<file path="src/rtl/qsm_pkg.sv">
// Shared types for the QPSK symbol selector.
// Assumes: the mode code is 3 bits wide and a dibit is carried as {i,q}.
package qsm_pkg;
    localparam int LFSR_W = 15;
    localparam int PH_W   = 2;

    typedef enum logic [2:0] {
        MODE_CW   = 3'd0,
        MODE_LEAD = 3'd1,
        MODE_LAG  = 3'd2,
        MODE_PRBS = 3'd3,
        MODE_EXT  = 3'd4
    } qsm_mode_e;

    typedef struct packed {
        logic i;
        logic q;
    } dibit_t;
endpackage

</file>
<file path="src/rtl/qsm_prbs.sv">
// Two-bits-per-symbol generator for the sequence x^15 + x^14 + 1.
// Assumes: SEED is nonzero. The earlier serial bit is I and the later bit is Q.
module qsm_prbs
    import qsm_pkg::*;
#(
    parameter logic [LFSR_W-1:0] SEED = 15'h0001
) (
    input  logic   clk,
    input  logic   rst_n,
    input  logic   adv,
    output dibit_t dib
);
    logic [LFSR_W-1:0] st;

    // Advance the register by two serial steps on each symbol.
    always_ff @(posedge clk) begin
        if (!rst_n)
            st <= SEED;
        else if (adv)
            st <= {st[LFSR_W-3:0], st[LFSR_W-1] ^ st[LFSR_W-2],
                   st[LFSR_W-2] ^ st[LFSR_W-3]};
    end

    // Present the next two serial bits as a dibit.
    always_comb begin
        dib.i = st[LFSR_W-1];
        dib.q = st[LFSR_W-2];
    end


    lfsr_live_chk: assert property (@(posedge clk) disable iff (!rst_n)
        st != '0);
endmodule

</file>
<file path="src/rtl/qsm_rotator.sv">
// Quarter-turn phase stepper used for the lead and lag alignment patterns.
// Assumes: while not running, the phase is parked at zero so that the pattern starts at 00.
module qsm_rotator
    import qsm_pkg::*;
(
    input  logic   clk,
    input  logic   rst_n,
    input  logic   adv,
    input  logic   run,
    input  logic   dir_lag,
    output dibit_t dib
);
    logic [PH_W-1:0] ph;
    logic [PH_W-1:0] idx;

    // Step the phase per symbol while running, otherwise park it at zero.
    always_ff @(posedge clk) begin
        if (!rst_n)
            ph <= '0;
        else if (adv)
            ph <= run ? ph + 1'b1 : '0;
    end

    // Map the phase to a Gray-coded point, reversing the direction for lag.
    always_comb begin
        idx   = dir_lag ? (~ph + 1'b1) : ph;
        dib.i = idx[1];
        dib.q = idx[1] ^ idx[0];
    end


    rot_park_chk: assert property (@(posedge clk) disable iff (!rst_n)
        (adv && !run) |=> (dib == 2'b00));
endmodule

</file>
<file path="src/rtl/qsm_out_stage.sv">
// Two symbol-strobed register stages. The first stage drives the inverted correction taps
// and the second stage drives the main levels, which lag the taps by exactly one symbol.
// Assumes: adv is high for one cycle per symbol.
module qsm_out_stage
    import qsm_pkg::*;
(
    input  logic   clk,
    input  logic   rst_n,
    input  logic   adv,
    input  dibit_t nxt,
    output logic   out_i,
    output logic   out_q,
    output logic   pre_i,
    output logic   pre_q
);
    dibit_t s1, s2;

    // Load the early stage, then the late stage, on each symbol.
    always_ff @(posedge clk) begin
        if (!rst_n) begin
            s1 <= '0;
            s2 <= '0;
        end else if (adv) begin
            s1 <= nxt;
            s2 <= s1;
        end
    end

    // Drive the main levels and the inverted correction levels.
    always_comb begin
        out_i = s2.i;
        out_q = s2.q;
        pre_i = ~s1.i;
        pre_q = ~s1.q;
    end


    lead_inv_chk: assert property (@(posedge clk) disable iff (!rst_n)
        adv |=> ({out_i, out_q} == ~$past({pre_i, pre_q})));


    hold_chk: assert property (@(posedge clk) disable iff (!rst_n)
        !adv |=> ($stable({out_i, out_q}) && $stable({pre_i, pre_q})));
endmodule

</file>
<file path="src/rtl/qpsk_symbol_mux.sv">
// Top of the QPSK symbol selector. At each symbol strobe it picks a dibit from the
// carrier level, the lead or lag pattern, the pseudo-random source or the external
// inputs, and passes it to the two-stage output registers.
// Assumes: the mode and the external inputs are valid in the strobe cycle.
module qpsk_symbol_mux
    import qsm_pkg::*;
#(
    parameter logic [LFSR_W-1:0] SEED = 15'h0001
) (
    input  logic       clk,
    input  logic       rst_n,
    input  logic       sym_en,
    input  logic [2:0] mode,
    input  logic       ext_i,
    input  logic       ext_q,
    output logic       out_i,
    output logic       out_q,
    output logic       pre_i,
    output logic       pre_q
);
    qsm_mode_e mode_e;
    dibit_t    prbs_d, rot_d, sel_d;
    logic      rot_run, rot_lag;

    // Decode the mode code; unused codes fall back to the carrier level.
    always_comb begin
        mode_e  = qsm_mode_e'(mode);
        rot_run = (mode_e == MODE_LEAD) || (mode_e == MODE_LAG);
        rot_lag = (mode_e == MODE_LAG);
    end

    qsm_prbs #(.SEED(SEED)) u_prbs (
        .clk(clk), .rst_n(rst_n), .adv(sym_en), .dib(prbs_d)
    );

    qsm_rotator u_rot (
        .clk(clk), .rst_n(rst_n), .adv(sym_en),
        .run(rot_run), .dir_lag(rot_lag), .dib(rot_d)
    );

    // Choose the source dibit for this symbol.
    always_comb begin
        case (mode_e)
            MODE_LEAD, MODE_LAG: sel_d = rot_d;
            MODE_PRBS:           sel_d = prbs_d;
            MODE_EXT:            sel_d = '{i: ext_i, q: ext_q};
            default:             sel_d = '0;
        endcase
    end

    qsm_out_stage u_out (
        .clk(clk), .rst_n(rst_n), .adv(sym_en), .nxt(sel_d),
        .out_i(out_i), .out_q(out_q), .pre_i(pre_i), .pre_q(pre_q)
    );


    carrier_tap_chk: assert property (@(posedge clk) disable iff (!rst_n)
        (sym_en && (mode == 3'd0 || mode > 3'd4)) |=> ({pre_i, pre_q} == 2'b11));
endmodule

</file>
<file path="config.mk">
export PLATFORM = sky130hd
export DESIGN_NAME = qpsk_symbol_mux
export DESIGN_NICKNAME = d
export VERILOG_FILES = /design/src/rtl/qsm_pkg.sv /design/src/rtl/qsm_prbs.sv /design/src/rtl/qsm_rotator.sv /design/src/rtl/qsm_out_stage.sv /design/src/rtl/qpsk_symbol_mux.sv
export SDC_FILE = /design/constraint.sdc
export NUM_CORES = 1
export LEC_CHECK = 0
export BUFFER_PORTS_ARGS = -buffer_cell sky130_fd_sc_hd__buf_2
export CORE_MARGIN = 1
export CORE_UTILIZATION = 58
export CTS_BUF_LIST = sky130_fd_sc_hd__clkbuf_8
export CTS_CLUSTER_SIZE = 30
export DETAILED_ROUTE_END_ITERATION = 12
export GPL_TIMING_DRIVEN = 0
export PLACE_DENSITY = 0.82
export SETUP_SLACK_MARGIN = 0.05
export SYNTH_ARGS = -nofsm -noshare
export SYNTH_HDL_FRONTEND = slang
export SYNTH_SLANG_ARGS = --single-unit
</file>
<file path="constraint.sdc">
create_clock -name clk -period 1.6 [get_ports clk]
set_clock_uncertainty 0.15 [all_clocks]
set_input_delay 0.32 -clock clk [delete_from_list [all_inputs] [get_ports clk]]
set_output_delay 0.32 -clock clk [all_outputs]
set_load 0.1 [all_outputs]
</file>
==> reports/qor.yml <==
flow_run:
  max_cap_viol_count: 0
clock_network:
  clock_latency_ps: 260
  cts_max_path_buffers: 2
  htreeDepth: 1
  cts.sinks: 21
  clkTransAtPathRegs_ps: 80
  cts_tree: "done"
  holdBufCountCts: 0
  post_cts_resize_count: 0
  root_buffer: "clkbuf_8"
  cts_inserted_buffers: 3
  postCtsSetupRepairBufs: 0
layout:
  antennaDiodeCount: 0
  nFillCells: 131
  seqCellArea_sq_um: 420
  area_delta_synth_final_pct: 12.3
  drive_gt1_frac: 0.194
  multi_input_area_sq_um: 477
  final_nets: 117
synth:
  netlist_instances: 94
  syn_nets: 102
  ys_ff_latch: 21
  syn_avg_cell_area_sq_um: 10.2
  yosysWarningCount: 0
  syn-cell-area_sq_um: 963
  yosys.cell_types.count: 26
  ys_seq_area_frac: 0.436
die:
  io_pins: 12
  coreArea_sq_um: 1520
  fp-row-count: 14
  initial_core_util: 0.632
  die_h_um: 42.8
  die_width_um: 42.8
  dieArea_sq_um: 1830
power:
  cellPowerDensity_nw_per_um2: 900
  vdd_drop_max_v: 0.000715
  finalPower_w: 0.000974
  p_leak_nw: 0.506
routing:
  totalWireLength_um: 1520
  vias: 697
  viasPerCell: 5.62
  dr.pass1.iters: 4
  drc_errors: 0
  antenna_left: 0
  drt-initial-drc-count: 14
  drt-wirelength-per-cell_um: 12.2
outcome:
  status: "finished, final reports clean"
timing:
  drv_slew: 0
  worst_slew_pin_slew_ps: 483
  max_freq_ghz: 0.665
  timing.final.crit_share: 0.940
  rsz0062_at_grt: "false"
  layout_min_cycle_time_ps: 1500
  slew_headroom: 0.680
  fin_tns_setup_ps: 0
  finalHoldViolations: 0
  setup_viol: 0
setup_path:
  worstSetupPathType: "flop to output port"
  path_max_fanout: 3
  rrSetupSlack_ps: 270
  cp.arrival_ps: 1030
  cp-start-kind: "flop"
  end_kind: "output port"
  worstPathRequired_ps: 1130
place:
  place_congestion: 0.756
  hpwl_um: 1130
  port_buffers: 10
min_path:
  hold_path_class: "input port to flop"
global_routing:
  track_usage: 0.195
  grt_max_degree: 13
  grt_pass1_wl_um: 2700
  globalRoute.totalOverflow: 0
  grt_pass1_vias: 659
  grt_antenna_before_repair: 0
## stage by stage
step	setup slack (ps)	cells	hold slack, ps	util	area (sq um)
after floorplan	206	94	232	-	963
after global placement	185	120	310	0.678	1030
after detailed placement	156	120	311	0.678	1030
after CTS	77.5	124	123	0.709	1080
after global routing	54.4	124	138	0.710	1080
final	95.6	124	124	0.710	1080
## worst paths after layout
kind	start	endpoint	depth (start not counted)
worst min register to register	u_prbs.st[0]	u_prbs.st[0]	2
worst min-delay path	rst_n	u_prbs.st[0]	2
worst max register to register	u_rot.ph[0]	u_out.s1[1]	3
worst max-delay path	u_out.s1[1]	pre_i	2
## Yosys cell counts, drive strengths merged
cell type / instances / share of area
nor3: 1 / 0.0052
nand4b: 1 / 0.0091
and3b: 2 / 0.018
nor2b: 1 / 0.0065
o21a: 1 / 0.0078
nor4: 1 / 0.0065
and4bb: 6 / 0.078
o21ai: 2 / 0.010
nor2: 16 / 0.062
buf: 6 / 0.049
a31o: 1 / 0.0091
nand2: 1 / 0.0039
inv: 4 / 0.016
xor2: 1 / 0.0091
xnor2: 2 / 0.018
o31ai: 3 / 0.023
mux2i: 16 / 0.17
a211oi: 1 / 0.0078
o311ai: 2 / 0.018
a31oi: 2 / 0.013
dfxtp: 21 / 0.44
and4b: 2 / 0.022
clkinv: 1 / 0.0039
## final cells by class
class	instances	area share
multi-input cells	62	0.440
plain buffers	6	0.0439
well taps	16	0.0185
repair buffers	10	0.0486
clock inverters	1	0.00462
flip-flops and latches	21	0.388
inverters	5	0.0173
clock buffers	3	0.0382
## state kept, by name, indices dropped and copies added, names as in the netlist
| name | cells |
|---|---|
| u_out.s1 | 2 |
| u_out.out_i | 1 |
| u_out.out_q | 1 |
| u_prbs.st | 15 |
| u_rot.ph | 2 |
## worst max-delay path, stage by stage (launching register included)
cell	delay, ps
dfxtp_1	330
inv_1	50
buf_2	410
## power breakdown
part            total, W  switching, W  internal [W]  leakage [nW]
combinational  0.0000950     0.0000538     0.0000412         0.310
clock           0.000338      0.000165      0.000173        0.0255
sequential      0.000541    0.00000714      0.000533         0.170
## cell families (layout without fill, tap and decap cells)
group | after synthesis | count (layout) | synth area share
XOR/XNOR | 3 | 3 | 0.0273
multiplexers | 16 | 16 | 0.166
AND/OR/NAND/NOR | 31 | 31 | 0.212
buffers and inverters | 11 | 25 | 0.0688
flip-flops | 21 | 21 | 0.436
AO/OA/AOI/OAI | 12 | 12 | 0.0896
## metal layers
metal  share of wire  track usage  vias up
met4          0.0099       0.0938        0
met3           0.024       0.0255        2
met5               0            0        -
met2            0.48        0.336       15
met1            0.49        0.237      317
li1                -            -      363
## placed cells by master (no fill, tap or decap), types with 2 or more instances in the layout
cell,count
dfxtp_1,21
mux2i_1,16
nor2_1,16
buf_2,11
and4bb_1,6
inv_1,4
o31ai_1,3
clkbuf_8,3
buf_4,2
buf_6,2
xnor2_1,2
o21ai_0,2
and3b_1,2
o311ai_1,2
a31oi_1,2
No activity file was read; power rests on OpenSTA's default activity.
